$ cat config.mk
export PLATFORM = sky130hd
export DESIGN_NAME = arb_split_arbiter
export DESIGN_NICKNAME = d
export VERILOG_FILES = /design/src/rtl/arb_pkg.sv /design/src/rtl/arb_fixed_pick.sv /design/src/rtl/arb_split_tracker.sv /design/src/rtl/arb_split_arbiter.sv
export SDC_FILE = /design/constraint.sdc
export NUM_CORES = 1
export LEC_CHECK = 0
export ABC_AREA = 1
export CORE_UTILIZATION = 40
export DETAILED_ROUTE_END_ITERATION = 12
export PLACE_DENSITY = 0.81
export SLEW_MARGIN = 20
export SYNTH_ARGS = -nofsm -noshare
export SYNTH_HDL_FRONTEND = slang
export SYNTH_SLANG_ARGS = --single-unit
$ cat constraint.sdc
create_clock -name clk -period 1.8 [get_ports clk]
set_clock_uncertainty 0.15 [all_clocks]
set_input_delay 0.18 -clock clk [delete_from_list [all_inputs] [get_ports clk]]
set_output_delay 0.18 -clock clk [all_outputs]
set_load 0.1 [all_outputs]
$ cat src/rtl/arb_pkg.sv
// Package: shared response codes for the split-masking arbiter.
// Assumes the two-bit response encoding used throughout the bus.
package arb_pkg;
    typedef enum logic [1:0] {
        RESP_OKAY  = 2'b00,
        RESP_ERROR = 2'b01,
        RESP_RETRY = 2'b10,
        RESP_SPLIT = 2'b11
    } resp_e;
endpackage

$ cat src/rtl/arb_fixed_pick.sv
// Module: arb_fixed_pick
// Combinational fixed-priority picker. Index 0 has the highest priority.
// If no candidate is eligible, index 0 (the default owner) is returned.
// Assumes NUM_MASTERS <= 2**TAG_W.
module arb_fixed_pick #(
    parameter int NUM_MASTERS = 4,
    parameter int TAG_W       = 4
) (
    input  logic [NUM_MASTERS-1:0] eligible,
    output logic [NUM_MASTERS-1:0] pick_onehot,
    output logic [TAG_W-1:0]       pick_idx,
    output logic                   any_eligible
);
    // Scan from the highest index down so that the lowest eligible index is kept last.
    always_comb begin
        pick_idx     = '0;
        any_eligible = |eligible;
        for (int i = NUM_MASTERS - 1; i >= 0; i--) begin
            if (eligible[i]) pick_idx = TAG_W'(i);
        end
        pick_onehot = '0;
        pick_onehot[pick_idx] = 1'b1;
    end
endmodule

$ cat src/rtl/arb_split_tracker.sv
// Module: arb_split_tracker
// Keeps the data-phase owner tag and one split mask bit per master.
// A split response masks the data-phase owner. A release bit clears the
// mask and wins over a same-cycle split response.
// Assumes that release bits at or above NUM_MASTERS belong to no master.
module arb_split_tracker
    import arb_pkg::*;
#(
    parameter int NUM_MASTERS = 4,
    parameter int TAG_W       = 4,
    parameter int SPLIT_W     = 16
) (
    input  logic                   clk,
    input  logic                   rst_n,
    input  logic                   ready,
    input  logic [1:0]             resp,
    input  logic [TAG_W-1:0]       owner,
    input  logic [SPLIT_W-1:0]     split_release,
    output logic [NUM_MASTERS-1:0] mask_q
);
    logic [TAG_W-1:0] dphase_tag_q;
    logic             split_seen;

    assign split_seen = (resp == RESP_SPLIT);

    // Copy the address-phase owner into the data-phase tag whenever a transfer completes.
    always_ff @(posedge clk) begin
        if (!rst_n)     dphase_tag_q <= '0;
        else if (ready) dphase_tag_q <= owner;
    end

    for (genvar n = 0; n < NUM_MASTERS; n++) begin : g_mask
        // Set on a split aimed at master n; a release of master n always wins.
        always_ff @(posedge clk) begin
            if (!rst_n)                                        mask_q[n] <= 1'b0;
            else if (split_release[n])                         mask_q[n] <= 1'b0;
            else if (split_seen && dphase_tag_q == TAG_W'(n))  mask_q[n] <= 1'b1;
        end


        release_clears_chk: assert property (@(posedge clk) disable iff (!rst_n)
            split_release[n] |=> !mask_q[n]);


        split_sets_chk: assert property (@(posedge clk) disable iff (!rst_n)
            (split_seen && dphase_tag_q == TAG_W'(n) && !split_release[n]) |=> mask_q[n]);
    end

    if (SPLIT_W > NUM_MASTERS) begin : g_spare
        logic spare_any;
        assign spare_any = |split_release[SPLIT_W-1:NUM_MASTERS];

        spare_release_chk: assert property (@(posedge clk) disable iff (!rst_n)
            (spare_any && !(|split_release[NUM_MASTERS-1:0]) && !split_seen)
            |=> (mask_q == $past(mask_q)));
    end
endmodule

$ cat src/rtl/arb_split_arbiter.sv
// Module: arb_split_arbiter (top)
// Fixed-priority arbiter with lock hold and split masking. The grant moves
// only at ready-high edges and stays put while the granted, unmasked master
// holds its lock line. The owner tag and locked flag follow the grant one
// ready-high edge later, in step with the address phase.
// Assumes NUM_MASTERS <= 2**TAG_W and NUM_MASTERS <= SPLIT_W.
module arb_split_arbiter
    import arb_pkg::*;
#(
    parameter int NUM_MASTERS = 4,
    parameter int TAG_W       = 4,
    parameter int SPLIT_W     = 16
) (
    input  logic                   clk,
    input  logic                   rst_n,
    input  logic [NUM_MASTERS-1:0] req,
    input  logic [NUM_MASTERS-1:0] lock,
    input  logic                   ready,
    input  logic [1:0]             resp,
    input  logic [SPLIT_W-1:0]     split_release,
    output logic [NUM_MASTERS-1:0] grant,
    output logic [TAG_W-1:0]       owner,
    output logic                   owner_locked
);
    localparam int SEL_W = (NUM_MASTERS > 1) ? $clog2(NUM_MASTERS) : 1;

    logic [NUM_MASTERS-1:0] grant_q;
    logic [TAG_W-1:0]       owner_q;
    logic                   olock_q;
    logic [NUM_MASTERS-1:0] mask_q;
    logic [NUM_MASTERS-1:0] eligible;
    logic [NUM_MASTERS-1:0] pick_onehot;
    logic [TAG_W-1:0]       pick_idx;
    logic                   any_eligible;
    logic [SEL_W-1:0]       cur_sel;
    logic                   hold;

    // Encode the current one-hot grant into an index.
    always_comb begin
        cur_sel = '0;
        for (int i = 0; i < NUM_MASTERS; i++) begin
            if (grant_q[i]) cur_sel = SEL_W'(i);
        end
    end

    assign eligible = req & ~mask_q;
    assign hold     = lock[cur_sel] && !mask_q[cur_sel];

    arb_fixed_pick #(
        .NUM_MASTERS (NUM_MASTERS),
        .TAG_W       (TAG_W)
    ) u_pick (
        .eligible     (eligible),
        .pick_onehot  (pick_onehot),
        .pick_idx     (pick_idx),
        .any_eligible (any_eligible)
    );

    arb_split_tracker #(
        .NUM_MASTERS (NUM_MASTERS),
        .TAG_W       (TAG_W),
        .SPLIT_W     (SPLIT_W)
    ) u_track (
        .clk           (clk),
        .rst_n         (rst_n),
        .ready         (ready),
        .resp          (resp),
        .owner         (owner_q),
        .split_release (split_release),
        .mask_q        (mask_q)
    );

    // Advance the grant, owner tag and locked flag at ready-high edges.
    always_ff @(posedge clk) begin
        if (!rst_n) begin
            grant_q <= NUM_MASTERS'(1);
            owner_q <= '0;
            olock_q <= 1'b0;
        end else if (ready) begin
            owner_q <= TAG_W'(cur_sel);
            olock_q <= lock[cur_sel];
            if (!hold) grant_q <= pick_onehot;
        end
    end

    assign grant        = grant_q;
    assign owner        = owner_q;
    assign owner_locked = olock_q;


    grant_onehot_chk: assert property (@(posedge clk) disable iff (!rst_n)
        $onehot(grant_q));


    stall_hold_chk: assert property (@(posedge clk) disable iff (!rst_n)
        !ready |=> ($stable(grant_q) && $stable(owner_q) && $stable(olock_q)));


    lock_hold_chk: assert property (@(posedge clk) disable iff (!rst_n)
        (ready && hold) |=> $stable(grant_q));


    default_owner_chk: assert property (@(posedge clk) disable iff (!rst_n)
        (ready && !hold && !any_eligible) |=> grant_q[0]);


    owner_follow_chk: assert property (@(posedge clk) disable iff (!rst_n)
        ready |=> (owner_q[SEL_W-1:0] == $past(cur_sel)));
endmodule

==> results.toml <==
[critical_path]
crit_top_cell = "nand2_1"
cp_slowest_cell = "dfxtp_2"
cp.arrival_ns = 1.45
crit_start = "grant[2]"
worstPathMaxFanout = 8
rr_worst_depth = 10
rr_startpoint = "grant[2]"
path_cells = "inv_2 -> nand2_2 -> nand2_1 -> nand2_1 -> nand2_1 -> nand2_1 -> nand2_2 -> nand3_1 -> nand2_1 -> nor2_1"
reg2reg_slack_ns = 0.39
start_kind = "flop"
endpoint_kind = "flop"
r2r-end = "grant[3]"
required_ns = 1.84
slowest_delay_ns = 0.34
crit_type = "flop to flop"

[sta]
drv_slew = 0
tns_ns = 0
rsz0062_at_grt = "false"
fin_crit_ns = 1.41
holdWs_ns = 0.259
fin_ws_ns = 0.387
finalSetupViolCount = 0
finalHoldViolations = 0
clock.fmax_mhz = 708
min_period_over_period_pct = 78.5

[placed_design]
placed_cell_area_sq_um = 987
place_ws_ns = 0.289
dp_hpwl_microns = 1170
port-buffer-count = 23
routabilityCongestion = 0.810

[floorplanning]
num_rows = 14
die_w_microns = 43.1
start_util_pct = 43.8
dieArea_sq_um = 1850
chipHeight_microns = 43.1
design.core.area_sq_um = 1540
ios = 38

[worst_hold_path]
min-delay-start = "split_release[0]"
hold_depth = 2
hold_path_class = "primary input to flop"
holdPathEnd = "u_track.mask_q[0]"

[global_routing]
antenna_found_initial = 0
overflow = 0
grtUsageTotal_pct = 19.4
grt_max_degree = 14
grt_pass1_wl_microns = 2700
first_global_vias = 645

[detailed_routing]
drt_iter0_drc = 25
vias_per_cell = 5.11
drt_pre_antenna_iters = 4
wirelength_microns = 1640
routedWlPerCell_microns = 11.3
vias = 746
drc = 0
postRouteAntennaNets = 0

[logic_synthesis]
synth_area_sq_um = 674
ys_ff_latch = 13
synth_cells = 104
synth.distinct_cells = 16
yosys_warnings = 0
avgSynthCellArea_sq_um = 6.48
seq_area_frac_synth_pct = 38.6

[outcome]
run_status = "complete, no violations"

[power_and_ir_drop]
p_per_area_nw_per_um2 = 1590
leakagePower_nw = 0.469
ir_drop_mv = 1.23

[job]
cap_violations = 0

[clock_tree]
clockBufferDepth = 2
cts_made_buffers = 3
cts_root_buffer = "clkbuf_4"
cts_resized = 0
cts_tree = "yes"
ctsHtreeMaxLevel = 1
clkTransAtPathRegs_ns = 0.09
clock_latency_ns = 0.29
cts_setup_buffers = 0
clock_sinks = 13
ctsHoldBuffers = 0

[final_layout]
n_antenna_cell = 0
final_area_sq_um = 1010
layout.nets = 160
drive_gt1_share_pct = 16.9
syn2layout_area_growth_pct = 50.5
n_fill_cell = 143
utilization_pct = 65.8
-- stage by stage --
stage / power (mW) / std cells
final: 1.62 / 146
after global routing: 1.70 / 146
after CTS: 1.61 / 146
after detailed placement: 1.42 / 142
after global placement: 1.41 / 142
after floorplan: 1.10 / 105
-- registers in the layout, summed over array words and instances (netlist names) --
register	count
owner	2
grant	4
owner_locked	1
u_track.mask_q	4
u_track.dphase_tag_q	2
-- cells in the final DEF (no fill, tap or decap) --
| cell type | n |
|---|---|
| o21a_1 | 1 |
| buf_12 | 7 |
| inv_2 | 2 |
| o21ai_0 | 10 |
| conb_1 | 2 |
| nand2_1 | 23 |
| nor2_1 | 12 |
| dfxtp_1 | 10 |
| nand4_1 | 1 |
| inv_1 | 12 |
| a31oi_1 | 1 |
| nand3_1 | 8 |
| clkdlybuf4s50_1 | 16 |
| dfxtp_2 | 3 |
| nand2_2 | 4 |
| clkinv_2 | 1 |
| buf_4 | 1 |
| o21ai_2 | 1 |
| nor3_1 | 4 |
| a21oi_1 | 8 |
| clkbuf_4 | 3 |
-- synthesized netlist by cell type (all sizes together) --
cell type / instances / share of area, %
dfxtp: 13 / 39
nor2: 12 / 6.7
o21ai: 11 / 8.7
conb: 1 / 0.56
inv: 14 / 7.8
a31oi: 1 / 0.93
nand3: 8 / 5.9
nor3: 4 / 3.0
nand4: 1 / 0.93
nand2: 27 / 17
a21oi: 8 / 5.9
o21a: 1 / 1.1
buf: 3 / 3.3
-- kinds of logic after synthesis --
family	Yosys count	share of synthesized area, %
compound gates	21	16.7
flops	13	38.6
buf+inv	17	11.1
simple gates	52	33.0
other cells	1	0.556
-- layer usage --
| metal | track usage [%] | up-vias | share of wire [%] |
|---|---|---|---|
| li1 | - | 382 | - |
| met2 | 30.3 | 34 | 47 |
| met5 | 0 | - | 0 |
| met4 | 12.1 | 0 | 2.8 |
| met1 | 24.5 | 325 | 44 |
| met3 | 3.40 | 5 | 6.5 |
-- final cells by class --
| cell class | instances | area (sq um) | area share [%] |
|---|---|---|---|
| inverters | 14 | 52.6 | 5.18 |
| well taps | 16 | 20.0 | 1.97 |
| clock inverters | 1 | 5.00 | 0.493 |
| multi-input cells | 75 | 343 | 33.8 |
| flip-flops and latches | 13 | 264 | 26.0 |
| clock buffers | 3 | 22.5 | 2.22 |
| repair buffers | 24 | 308 | 30.3 |
-- worst max-delay path: cells and delay by family, from the launching register on --
family                 cells  cell delay [ns]
and+or+nand+nor            9             0.73
DFF                        1             0.34
buffers and inverters      1             0.10
-- worst max-delay path by stage --
stage               endpoint  slack (ns)  cells past startpoint
floorplan           grant[1]        0.14                      7
global placement    grant[3]        0.29                      6
detailed placement  grant[3]        0.29                      6
CTS                 grant[3]        0.39                      7
global route        grant[3]        0.22                     10
finish              grant[3]        0.39                     10
-- report_power, final --
group / switching (mW) / internal, mW / leakage, nW
Combinational: 0.657 / 0.354 / 0.343
Clock: 0.111 / 0.0829 / 0.0177
Sequential: 0.0622 / 0.349 / 0.108
Total: 0.830 / 0.786 / 0.469
Power figures use the tool's default switching activity.
